===== src/rtl/irq_queue_pkg.sv =====
package irq_queue_pkg;
    localparam int VEC_W = 8;
    typedef logic [VEC_W-1:0] vec_t;
endpackage


===== src/rtl/lowest_set_picker.sv =====
module lowest_set_picker #(
    parameter int W = 9,
    localparam int IW = (W > 1) ? $clog2(W) : 1
) (
    input  logic [W-1:0]  req_i,
    output logic          found_o,
    output logic [IW-1:0] idx_o
);
    // Scan from the top so the lowest set bit is the last one written.
    always_comb begin
        found_o = 1'b0;
        idx_o   = '0;
        for (int i = W - 1; i >= 0; i--) begin
            if (req_i[i]) begin
                found_o = 1'b1;
                idx_o   = IW'(i);
            end
        end
    end
endmodule


===== src/rtl/irq_queue_arbiter.sv =====
module irq_queue_arbiter
    import irq_queue_pkg::*;
#(
    parameter int   NUM_DRIVES = 8,
    parameter vec_t IRQ_VECTOR = 8'hA0,
    localparam int  QW  = NUM_DRIVES + 1,
    localparam int  IDW = $clog2(NUM_DRIVES),
    localparam int  PW  = $clog2(QW)
) (
    input  logic                  clk,
    input  logic                  rst,
    input  logic                  csr_wr_i,
    input  logic                  csr_ie_i,
    input  logic                  done_set_i,
    input  logic                  done_clr_i,
    input  logic [IDW-1:0]        op_drive_i,
    input  logic                  op_seek_i,
    input  logic [NUM_DRIVES-1:0] seek_done_i,
    input  logic                  ack_i,
    output logic                  irq_o,
    output vec_t                  vec_o,
    output logic [IDW-1:0]        drive_id_o,
    output logic                  done_o,
    output logic                  ie_o,
    output logic                  search_done_o
);
    typedef struct packed {
        logic [QW-1:0]  queue;
        logic           irq;
        logic           rearm;
        logic           done;
        logic           ie;
        logic           scp;
        logic [IDW-1:0] last;
        logic [IDW-1:0] id;
        vec_t           vec;
    } arb_state_t;

    arb_state_t st_q, st_d;
    logic          pick_found;
    logic [PW-1:0] pick_idx;

    lowest_set_picker #(.W(QW)) u_pick (
        .req_i   (st_q.queue),
        .found_o (pick_found),
        .idx_o   (pick_idx)
    );

    always_comb begin
        st_d       = st_q;
        st_d.irq   = st_q.irq | st_q.rearm;
        st_d.rearm = 1'b0;

        // Acknowledge works on the queue as it stood at the start of the cycle.
        if (ack_i) begin
            st_d.irq = 1'b0;
            if (pick_found) begin
                st_d.queue[pick_idx] = 1'b0;
                st_d.vec             = IRQ_VECTOR;
                st_d.id              = (pick_idx == '0) ? st_q.last
                                                        : IDW'(pick_idx - 1'b1);
            end else begin
                st_d.vec = '0;
            end
        end

        if (csr_wr_i) begin
            if (!csr_ie_i) begin
                st_d.queue = '0;
                st_d.irq   = 1'b0;
            end else if (st_q.done && !st_q.ie) begin
                st_d.queue[0] = 1'b1;
                st_d.irq      = 1'b1;
            end
            st_d.ie = csr_ie_i;
        end

        if (done_clr_i) begin
            st_d.done     = 1'b0;
            st_d.scp      = 1'b0;
            st_d.queue[0] = 1'b0;
            st_d.irq      = 1'b0;
            if (!op_seek_i) st_d.last = op_drive_i;
        end

        if (done_set_i) begin
            st_d.done = 1'b1;
            if (st_d.ie) begin
                st_d.queue[0] = 1'b1;
                st_d.irq      = 1'b1;
            end else begin
                st_d.queue = '0;
                st_d.irq   = 1'b0;
            end
        end

        if (|seek_done_i) begin
            st_d.scp = 1'b1;
            if (st_d.ie) begin
                st_d.queue[QW-1:1] = st_d.queue[QW-1:1] | seek_done_i;
                if (st_d.done) st_d.irq = 1'b1;
            end else begin
                st_d.queue = '0;
                st_d.irq   = 1'b0;
            end
        end

        st_d.rearm = ack_i && (st_d.queue != '0);
    end

    always_ff @(posedge clk) begin
        if (rst) begin
            st_q      <= '0;
            st_q.done <= 1'b1;
        end else begin
            st_q <= st_d;
        end
    end

    assign irq_o         = st_q.irq;
    assign vec_o         = st_q.vec;
    assign drive_id_o    = st_q.id;
    assign done_o        = st_q.done;
    assign ie_o          = st_q.ie;
    assign search_done_o = st_q.scp;

    // a raised request always has a pending source behind it.
    p_req_has_source_r2: assert property (@(posedge clk) disable iff (rst)
        irq_o |-> (st_q.queue != '0));

    // an acknowledge on an empty queue yields vector 0.
    p_empty_ack_zero_r4: assert property (@(posedge clk) disable iff (rst)
        (ack_i && st_q.queue == '0) |=> (vec_o == '0));

    // the request is low in the cycle after an acknowledge when no raising event coincides.
    p_ack_drops_req_r5: assert property (@(posedge clk) disable iff (rst)
        (ack_i && !csr_wr_i && !done_set_i && seek_done_i == '0) |=> !irq_o);

    // while interrupts are disabled, nothing stays queued.
    p_disabled_empty_r6: assert property (@(posedge clk) disable iff (rst)
        !ie_o |-> (st_q.queue == '0));

    // a DONE-clear leaves no controller bit behind unless DONE is set again.
    p_clear_ctrl_bit_r10: assert property (@(posedge clk) disable iff (rst)
        (done_clr_i && !done_set_i) |=> (!st_q.queue[0] && !done_o));
endmodule


===== config.mk =====
export PLATFORM = sky130hd
export DESIGN_NAME = irq_queue_arbiter
export DESIGN_NICKNAME = d
export VERILOG_FILES = /design/src/rtl/irq_queue_pkg.sv /design/src/rtl/lowest_set_picker.sv /design/src/rtl/irq_queue_arbiter.sv
export SDC_FILE = /design/constraint.sdc
export NUM_CORES = 1
export LEC_CHECK = 0
export BUFFER_PORTS_ARGS = -buffer_cell sky130_fd_sc_hd__buf_2
export CORE_ASPECT_RATIO = 0.6
export CORE_MARGIN = 2
export CORE_UTILIZATION = 50
export DETAILED_ROUTE_END_ITERATION = 16
export PLACE_DENSITY_LB_ADDON = 0.1
export REMOVE_ABC_BUFFERS = 1
export SYNTH_ARGS = -nofsm -noshare
export SYNTH_HDL_FRONTEND = slang
export SYNTH_SLANG_ARGS = --single-unit

===== constraint.sdc =====
create_clock -name clk -period 2.9 [get_ports clk]
set_input_delay 0.58 -clock clk [delete_from_list [all_inputs] [get_ports clk]]
set_output_delay 0.58 -clock clk [all_outputs]
set_load 0.05 [all_outputs]

==> key figures <==
Global route
  – Vias in the first global route: 948
  – First-pass GRT wire length: 4410 um
  – Largest net degree at the start of global routing: 16
  – Initial antenna violation count: 0
  – Overall Global Routing Usage: 0.212
  – GRT overflow: 0

Power and ir drop
  – Pwr/cell area: 542 mW/mm^2
  – Peak supply drop: 230 uV
  – P_leak: 0.592 nW

Timing
  – Final Hold Vio Count: 0
  – Tcrit/Tclk final: 0.817
  – Setup slack after layout: 0.532 ns
  – Worst slew pin tran: 0.589 ns
  – RSZ-0062 raised after global routing: false
  – Final setup viols: 0
  – Slew Limit Headroom: 0.604
  – Max Clock Skew: 0.00383 ns
  – Fmax: 0.422 GHz
  – Setup TNS: 0 ns
  – Tmin final: 2.37 ns
  – Max Slew Vio Count: 0

CTS
  – Cts repair resizes: 0
  – Root Driver: clkbuf_8
  – H-tree depth: 1
  – CTS Buffer Depth: 2
  – TritonCTS Sinks: 21
  – Clk Latency, worst-skew pair: 0.26 ns
  – CTS tree: yes
  – CTS Buf Count: 3
  – Clock-pin slew on the worst setup and hold paths: 0.07 ns
  – Post-CTS Setup Inserts: 0
  – # hold bufs at CTS: 0

Routing
  – Vias per cell: 5.67
  – Detailed-router iteration count before antenna repair: 4
  – Drt wl/cell: 14.0 um
  – Post-route DRC: 0
  – Post-DRT Antenna Nets: 0
  – Via count: 1088
  – Final wirelength: 2690 um
  – Initial drt markers: 69

Hold path
  – Hold Crit Start: search_done_o
  – Hold/Removal Path Class: flip-flop to flip-flop
  – Hold Path End: search_done_o
  – Hold Path Depth: 2

Synth
  – Yosys warnings: 0
  – Syn avg cell area: 8.34 um^2
  – Yosys cell types: 37
  – Post-synth EDFFs: 0
  – Async SR Flop Fraction: 0
  – Most used DFF post-synth: dfxtp_1
  – Share of the yosys chip area belonging to registers: 0.355
  – Post-Synthesis Cells: 142
  – Yosys reg bits: 21
  – Cell Area, Synth: 0.00118 mm^2

Placement
  – Pre-CTS setup slack: 0.626 ns
  – HPWL after DPL: 2110 um
  – Routability cong.: 0.890
  – PortBufs: 27

Floorplan
  – # rows: 13
  – Die Y-Extent: 41.7 um
  – Full die area: 0.00278 mm^2
  – Die Width: 66.8 um
  – Core area: 0.00220 mm^2
  – I/O pin count: 34
  – Initial Util: 0.539

Setup path
  – Setup crit end kind: flip-flop
  – CP Launch Type: flip-flop
  – Reg2reg setup slack: 0.53 ns
  – CP arrival: 2.52 ns
  – R2r endpoint: st_q[17]
  – CP Cell Sequence: or2b_1 -> a21oi_1 -> o31ai_1 -> ha_1 -> a21bo_2 -> a21oi_1 -> o21ai_0 -> nand3b_1 -> o311a_1
  – Worst reg2reg path startpoint: st_q[26]
  – R2R depth: 9
  – CP max-delay cell: o31ai_1
  – Worst Path Max Fanout: 5
  – Slowest stage delay, CP: 0.50 ns
  – Crit path top cell by count: a21oi_1
  – Crit path required time: 3.05 ns
  – Kind of critical path: flip-flop to flip-flop

Final layout
  – Fraction of layout cells with a size suffix above 1: 0.216
  – Area growth, synth to finish: 10.5%
  – Nets: 186
  – Inserted Diodes: 0

Run status
  – Status: completed

Job
  – Max-cap viol count: 0
## worst max path at each step
stage / start / endpoint / cells after the start
2_1_floorplan: st_q[26] / st_q[17] / 9
3_3_place_gp: st_q[25] / st_q[17] / 9
3_5_place_dp: st_q[25] / st_q[17] / 9
4_1_cts: st_q[25] / st_q[17] / 9
5_1_grt: st_q[25] / st_q[17] / 9
6_report: st_q[26] / st_q[17] / 9
## flip-flops by register name, indices dropped and copies added (netlist names)
signal         count
done_o             1
irq_o              1
drive_id_o         3
search_done_o      1
vec_o              1
ie_o               1
st_q              13
## cells in the final DEF (no fill, tap or decap), types with 4 or more instances in the layout
master    n
inv_1     9
ha_1      4
a21oi_1   9
a31oi_1   8
nand3_1   5
dfxtp_1  21
nor2_1   21
o21ai_0   5
mux2i_1   5
buf_2    27
nand2_1   5
conb_1    6
## cell usage after synthesis, types with 2 or more instances
master,count,share of area
o21a_1,2,0.013
mux2i_1,5,0.042
nand3b_1,3,0.019
o21ai_0,5,0.021
inv_1,9,0.029
ha_1,4,0.042
dfxtp_1,21,0.36
o21ai_1,2,0.0085
nand3_1,5,0.021
a31oi_1,8,0.042
or4_1,2,0.013
clkbuf_1,4,0.013
a22oi_1,2,0.013
nor2_1,21,0.067
nand2_1,5,0.016
buf_6,2,0.019
buf_4,11,0.070
o31ai_1,3,0.019
nand2b_1,2,0.011
a21oi_1,9,0.038
## report_power, final
| part | leakage (nW) | switching, W | internal [W] | total [W] |
|---|---|---|---|---|
| Clock | 0.0228 | 0.0000946 | 0.0000981 | 0.000193 |
| Sequential | 0.172 | 0.0000146 | 0.000305 | 0.000320 |
| Combinational | 0.397 | 0.000131 | 0.0000655 | 0.000196 |
| Total | 0.592 | 0.000240 | 0.000469 | 0.000709 |
## through the flow
| stage | total power [W] | hold slack, ns | std cells | utilization | cell area [um^2] |
|---|---|---|---|---|---|
| after CTS | 0.000709 | 0.490 | 192 | 0.595 | 1310 |
| after global placement | 0.000515 | 0.464 | 188 | 0.575 | 1260 |
| after floorplan | 0.000465 | 0.460 | 130 | - | 1080 |
| final | 0.000709 | 0.485 | 192 | 0.595 | 1310 |
| after detailed placement | 0.000519 | 0.475 | 188 | 0.575 | 1260 |
| after global routing | 0.000745 | 0.525 | 192 | 0.595 | 1310 |
## logic make-up after synthesis
logic type,Yosys count,synth area share
and+or+nand+nor,46,0.206
muxes,6,0.0550
buffers and inverters,26,0.130
AOI/OAI and AO/OA,38,0.208
other,1,0.00317
adders and majority gates,4,0.0423
DFF,21,0.355
## cell type report
type,instances,area [um^2]
Clock buffer,4,45.0
Tap cell,30,37.5
Timing Repair Buffer,28,143
Fill cell,211,888
Sequential cell,21,420
Inverter,9,33.8
Multi-Input combinational cell,100,628
## worst max-delay path, delay by kind of cell, from the launching register on
family / cells / cell delay (ns)
flops: 1 / 0.35
fa+ha+maj: 1 / 0.34
compound gates: 6 / 1.31
simple gates: 2 / 0.26
## layer usage
layer,share of wire,GRT usage
met2,0.40,0.290
met4,0.0086,0.0490
met5,0,0
met1,0.50,0.319
met3,0.090,0.0678
Power figures use the tool's default switching activity.
